### src/rtl/wdt_pkg.sv
package wdt_pkg;
  localparam int unsigned REG_W = 32;
  localparam logic [REG_W-1:0] CTL_KEEP_MASK = 32'hFFC0_0000;
  localparam logic [REG_W-1:0] STS_CLR_MASK  = 32'hFC00_0000;
  localparam int unsigned SEL_HI = 31;
  localparam int unsigned SEL_LO = 30;
  localparam int unsigned IRQ_EN_BIT = 27;
  localparam int unsigned WARN_BIT = 31;
  localparam int unsigned INT_BIT  = 30;

  typedef enum logic [1:0] {
    ST_IDLE  = 2'b00,
    ST_ODD   = 2'b01,
    ST_WARN  = 2'b10,
    ST_FIRED = 2'b11
  } esc_e;
endpackage

### src/rtl/wdt_tap_sel.sv
module wdt_tap_sel #(
  parameter int unsigned TB_W = 8,
  parameter int unsigned TAP0 = 1,
  parameter int unsigned TAP1 = 2,
  parameter int unsigned TAP2 = 3,
  parameter int unsigned TAP3 = 4
) (
  input  logic            clk_i,
  input  logic            rst_ni,
  input  logic [TB_W-1:0] tbase_i,
  input  logic [1:0]      sel_i,
  output logic            evt_o
);
  localparam int unsigned N_TAP = 4;
  localparam int unsigned TAP_POS [N_TAP] = '{TAP0, TAP1, TAP2, TAP3};

  logic [N_TAP-1:0] taps;
  logic             sel_bit;
  logic             sel_q;

  for (genvar i = 0; i < N_TAP; i++) begin : g_tap
    assign taps[i] = tbase_i[TAP_POS[i]];
  end

  assign sel_bit = taps[sel_i];

  always_ff @(posedge clk_i or negedge rst_ni) begin
    if (!rst_ni) sel_q <= 1'b0;
    else         sel_q <= sel_bit;
  end

  assign evt_o = sel_bit & ~sel_q;

  AST_EVT_NEEDS_LOW_BEFORE: assert property (@(posedge clk_i) disable iff (!rst_ni)
    evt_o |=> !evt_o) else $error("event twice in a row");
endmodule

### src/rtl/wdt_ctl_reg.sv
module wdt_ctl_reg
  import wdt_pkg::*;
(
  input  logic             clk_i,
  input  logic             rst_ni,
  input  logic             we_i,
  input  logic [REG_W-1:0] wdata_i,
  output logic [REG_W-1:0] ctl_o
);
  always_ff @(posedge clk_i or negedge rst_ni) begin
    if (!rst_ni)   ctl_o <= '0;
    else if (we_i) ctl_o <= wdata_i & CTL_KEEP_MASK;
  end

  AST_CTL_WRITE_MASKED: assert property (@(posedge clk_i) disable iff (!rst_ni)
    we_i |=> ctl_o == ($past(wdata_i) & CTL_KEEP_MASK)) else $error("ctl write");
  AST_CTL_HOLD: assert property (@(posedge clk_i) disable iff (!rst_ni)
    !we_i |=> $stable(ctl_o)) else $error("ctl changed");
endmodule

### src/rtl/wdt_escalate.sv
module wdt_escalate
  import wdt_pkg::*;
(
  input  logic             clk_i,
  input  logic             rst_ni,
  input  logic             evt_i,
  input  logic             we_i,
  input  logic [REG_W-1:0] wdata_i,
  output logic [REG_W-1:0] sts_o,
  output logic             rst_req_o
);
  logic [REG_W-1:0] sts_q, sts_clr, sts_d;
  logic             req_q, req_d;
  esc_e             st_clr;

  always_comb begin
    sts_clr = we_i ? (sts_q & ~(wdata_i & STS_CLR_MASK)) : sts_q;
    st_clr  = esc_e'(sts_clr[WARN_BIT:INT_BIT]);
    sts_d   = sts_clr;
    req_d   = 1'b0;
    if (evt_i) begin
      unique case (st_clr)
        ST_IDLE, ST_ODD: sts_d[WARN_BIT] = 1'b1;
        ST_WARN:         sts_d[INT_BIT]  = 1'b1;
        ST_FIRED:        req_d           = 1'b1;
        default:         sts_d           = sts_clr;
      endcase
    end
  end

  always_ff @(posedge clk_i or negedge rst_ni) begin
    if (!rst_ni) begin
      sts_q <= '0;
      req_q <= 1'b0;
    end else begin
      sts_q <= sts_d;
      req_q <= req_d;
    end
  end

  assign sts_o     = sts_q;
  assign rst_req_o = req_q;

  AST_EVT_SETS_WARN: assert property (@(posedge clk_i) disable iff (!rst_ni)
    evt_i |=> sts_o[WARN_BIT]) else $error("warn not set");
  AST_INT_AFTER_WARN: assert property (@(posedge clk_i) disable iff (!rst_ni)
    $rose(sts_o[INT_BIT]) |-> $past(sts_o[WARN_BIT])) else $error("int early");
  AST_REQ_FROM_FIRED: assert property (@(posedge clk_i) disable iff (!rst_ni)
    rst_req_o |-> ($past(sts_o[WARN_BIT] & sts_o[INT_BIT]) && $stable(sts_o[WARN_BIT:INT_BIT])))
    else $error("req without fired state");
  AST_REQ_ONE_CYCLE: assert property (@(posedge clk_i) disable iff (!rst_ni)
    rst_req_o |-> !$past(rst_req_o)) else $error("req too long");
  AST_STS_QUIET_HOLD: assert property (@(posedge clk_i) disable iff (!rst_ni)
    (!evt_i && !we_i) |=> $stable(sts_o)) else $error("sts drifted");
endmodule

### src/rtl/wdog_two_stage.sv
module wdog_two_stage
  import wdt_pkg::*;
#(
  parameter int unsigned TB_W = 8,
  parameter int unsigned TAP0 = 1,
  parameter int unsigned TAP1 = 2,
  parameter int unsigned TAP2 = 3,
  parameter int unsigned TAP3 = 4
) (
  input  logic            clk_i,
  input  logic            rst_ni,
  input  logic [TB_W-1:0] tbase_i,
  input  logic            ctl_we_i,
  input  logic            sts_we_i,
  input  logic [31:0]     wdata_i,
  output logic [31:0]     ctl_o,
  output logic [31:0]     sts_o,
  output logic            irq_o,
  output logic            rst_req_o
);
  logic evt;

  wdt_ctl_reg u_ctl (
    .clk_i  (clk_i),
    .rst_ni (rst_ni),
    .we_i   (ctl_we_i),
    .wdata_i(wdata_i),
    .ctl_o  (ctl_o)
  );

  wdt_tap_sel #(
    .TB_W(TB_W), .TAP0(TAP0), .TAP1(TAP1), .TAP2(TAP2), .TAP3(TAP3)
  ) u_tap (
    .clk_i  (clk_i),
    .rst_ni (rst_ni),
    .tbase_i(tbase_i),
    .sel_i  (ctl_o[SEL_HI:SEL_LO]),
    .evt_o  (evt)
  );

  wdt_escalate u_esc (
    .clk_i    (clk_i),
    .rst_ni   (rst_ni),
    .evt_i    (evt),
    .we_i     (sts_we_i),
    .wdata_i  (wdata_i),
    .sts_o    (sts_o),
    .rst_req_o(rst_req_o)
  );

  assign irq_o = sts_o[INT_BIT] & ctl_o[IRQ_EN_BIT];

  AST_IRQ_CLEARS: assert property (@(posedge clk_i) disable iff (!rst_ni)
    (sts_we_i && wdata_i[INT_BIT] && !evt) |=> !irq_o) else $error("irq stuck");
  AST_SERVICE_THEN_EVT: assert property (@(posedge clk_i) disable iff (!rst_ni)
    (sts_we_i && wdata_i[WARN_BIT] && wdata_i[INT_BIT] && evt) |=>
      (sts_o[WARN_BIT:INT_BIT] == 2'b10 && !rst_req_o)) else $error("collision order");
endmodule

### config.mk
export PLATFORM = sky130hd
export DESIGN_NAME = wdog_two_stage
export DESIGN_NICKNAME = d
export VERILOG_FILES = /design/src/rtl/wdt_pkg.sv /design/src/rtl/wdt_tap_sel.sv /design/src/rtl/wdt_ctl_reg.sv /design/src/rtl/wdt_escalate.sv /design/src/rtl/wdog_two_stage.sv
export SDC_FILE = /design/constraint.sdc
export NUM_CORES = 1
export LEC_CHECK = 0
export BUFFER_PORTS_ARGS = -buffer_cell sky130_fd_sc_hd__buf_2
export CORE_ASPECT_RATIO = 0.5
export CORE_MARGIN = 1
export CORE_UTILIZATION = 32
export CTS_CLUSTER_SIZE = 10
export DETAILED_ROUTE_END_ITERATION = 10
export HOLD_SLACK_MARGIN = 0.15
export PLACE_DENSITY = 0.86
export SLEW_MARGIN = 40
export SYNTH_ARGS = -nofsm -noshare
export SYNTH_HDL_FRONTEND = slang
export SYNTH_SLANG_ARGS = --single-unit
### constraint.sdc
create_clock -name clk_i -period 1.1 [get_ports clk_i]
set_input_delay 0.11 -clock clk_i [delete_from_list [all_inputs] [get_ports clk_i]]
set_output_delay 0.11 -clock clk_i [all_outputs]
set_load 0.02 [all_outputs]
==> metrics.txt <==
status finished, violations left; violated checks negative setup slack; vias in the first global route 626; Core Box Area 0.003083 mm^2; largest net degree at the start of global routing 19; yosys warns 0; unrepaired setup endpoints after global routing true; Post-route DRC 0; fraction of layout cells with a size suffix above 1 0.3724; area delta synth->final 19.88%; post-route insts no fill 185; clock sink total 18; FP Rows 14; period utilisation layout 1.029; Hold Crit Start tbase_i[2]; CP max FO 4; CP Data Arrival Time 1.26 ns; Filler cells 297; Req. time, crit path 1.23 ns; peak supply drop 1.028 mV; Worst-Skew Late Latency 0.24 ns; Fin Setup TNS -0.1135 ns; Antenna Nets Post-Route 0; Critical R2R Launch u_ctl.ctl_o[30]; first-pass GRT wire length 2.628 mm; IO Count 110; Clock Skew 0.001794 ns; htree depth 1; Peak Freq 0.8833 GHz; Synth cell types 14; mean post-synth cell area 11.14 um^2; final setup violation count 4; gpl congestion 0.6467; Mapped Cells 96; via/cell ratio 3.795; All-Layer GR Usage 0.09633; Finished Core Util 0.4160; Layout Nets 190; CTS Buffer Depth 2; Die Wd 83.77 um; max cap viols 0; CTS buffer count 3; Iteration-0 DRC Markers 8; fin worst setup slack -0.03207 ns; DRT Pass-1 Iters 3; total power 1791 uW; initial antenna violation count 0; post-synthesis register bit count 18; Hold/Removal Path Class in -> reg; critical path launch point type flop; post-CTS setup buffers 0; Final min period 1.132 ns; DP Cell Count 169; CTS tree built; via count 702; Setup crit end kind flop; Max Transition Viols Final 0; Port Buffers 35; CP startpoint u_ctl.ctl_o[30]; Reg clk slew, reported paths 0.06 ns; per-cell routed wire length 9.103 um; Hold Vio Cnt, Final 0; DIE AREA 0.003592 mm^2; Final HPWL DP 1.282 mm; kind of critical path reg -> reg; diodes inserted 0; Mapped Area 0.001070 mm^2; Initial Util 0.3470; PD cells 1397 mW/mm^2; grt total ovfl 0; commonest non-fill, non-tap cells in the layout conb_1, buf_2, dfrtp_1; most common cell after layout, fill and taps aside conb_1; clk root buf clkbuf_8; post-synthesis sequential area ratio 0.4211; Pleak 0.0007106 uW; final wirelength 1.684 mm; Die Ht 42.89 um; CTS resizes 0
==> Yosys cell counts <==
master	instances	area share
o21ai_1	1	0.0047
a22oi_4	1	0.020
dfrtp_1	18	0.42
nand2_1	5	0.018
nor3_1	1	0.0047
nor2_1	1	0.0035
nor2b_1	1	0.0059
buf_4	48	0.34
mux2_4	2	0.028
mux2_2	11	0.12
buf_2	1	0.0047
and2_1	1	0.0059
conb_1	1	0.0035
a21boi_0	4	0.028
==> state kept, by name (all words and copies together) (netlist names) <==
| signal | cells |
|---|---|
| u_esc.rst_req_o | 1 |
| u_ctl.ctl_o | 10 |
| u_esc.sts_o | 6 |
| u_tap.sel_q | 1 |
==> cell type report <==
class,count,area (um^2),area share
clock buffer,4,55.05,0.04293
timing repair buffer,47,295.3,0.2302
multi-input combinational,76,430.4,0.3356
tap,40,50.05,0.03902
sequential,18,451.7,0.3522
==> per-stage QoR <==
stage                     hold WS [ns]  area (um^2)  setup slack, ns
after detailed placement       0.06208         1107         -0.02877
final                           0.2429         1282         -0.03207
after global placement         0.05501         1107         -0.01467
after floorplan                -0.1856         1247         -0.06014
after CTS                       0.2400         1282         -0.04169
after global routing            0.2448         1282         -0.07705
==> kinds of logic after synthesis <==
group,count (synthesis),synth area share
simple gates,9,0.03743
compound gates,6,0.05263
other cells,1,0.003505
mux,13,0.1439
flops,18,0.4211
buf+inv,49,0.3415
==> repair_timing <==
item / CTS / global route
endpoints found under the setup margin: 4 / 4
endpoints found under the hold margin: 32 / 0
gates cloned: 0 / 0
pin swaps: 1 / 0
hold buffers: 12 / 0
==> worst max-delay path, cell delays in order, from the launching register on <==
cell,delay [ns]
dfrtp_2,0.43
mux2_4,0.33
a22oi_4,0.18
o21ai_1,0.08
==> report_power, final <==
group          internal, uW  switching, uW  leakage (uW)
Combinational           168            342      0.000460
Clock                   317            198     0.0000288
Sequential              728           38.8      0.000222
==> final timing paths <==
path / cells past startpoint / slack (ns) / end
max: 3 / -0.03 / u_esc.sts_o[30]
min: 4 / 0.24 / u_esc.sts_o[31]
max reg2reg: 3 / -0.03 / u_esc.sts_o[30]
min reg2reg: 2 / 0.51 / u_esc.sts_o[31]
max in group asynchronous: 2 / 0.48 / u_ctl.ctl_o[30]
min in group asynchronous: 2 / 0.32 / u_ctl.ctl_o[27]
==> layer usage <==
| metal | wire [um] | part of all wire | GRT usage |
|---|---|---|---|
| met5 | 0 | 0 | 0 |
| met2 | 935 | 0.56 | 0.1951 |
| met1 | 587 | 0.35 | 0.08848 |
| met4 | 53 | 0.031 | 0.04068 |
| met3 | 107 | 0.064 | 0.03502 |
Note: power is estimated with default switching activity, not from simulation.
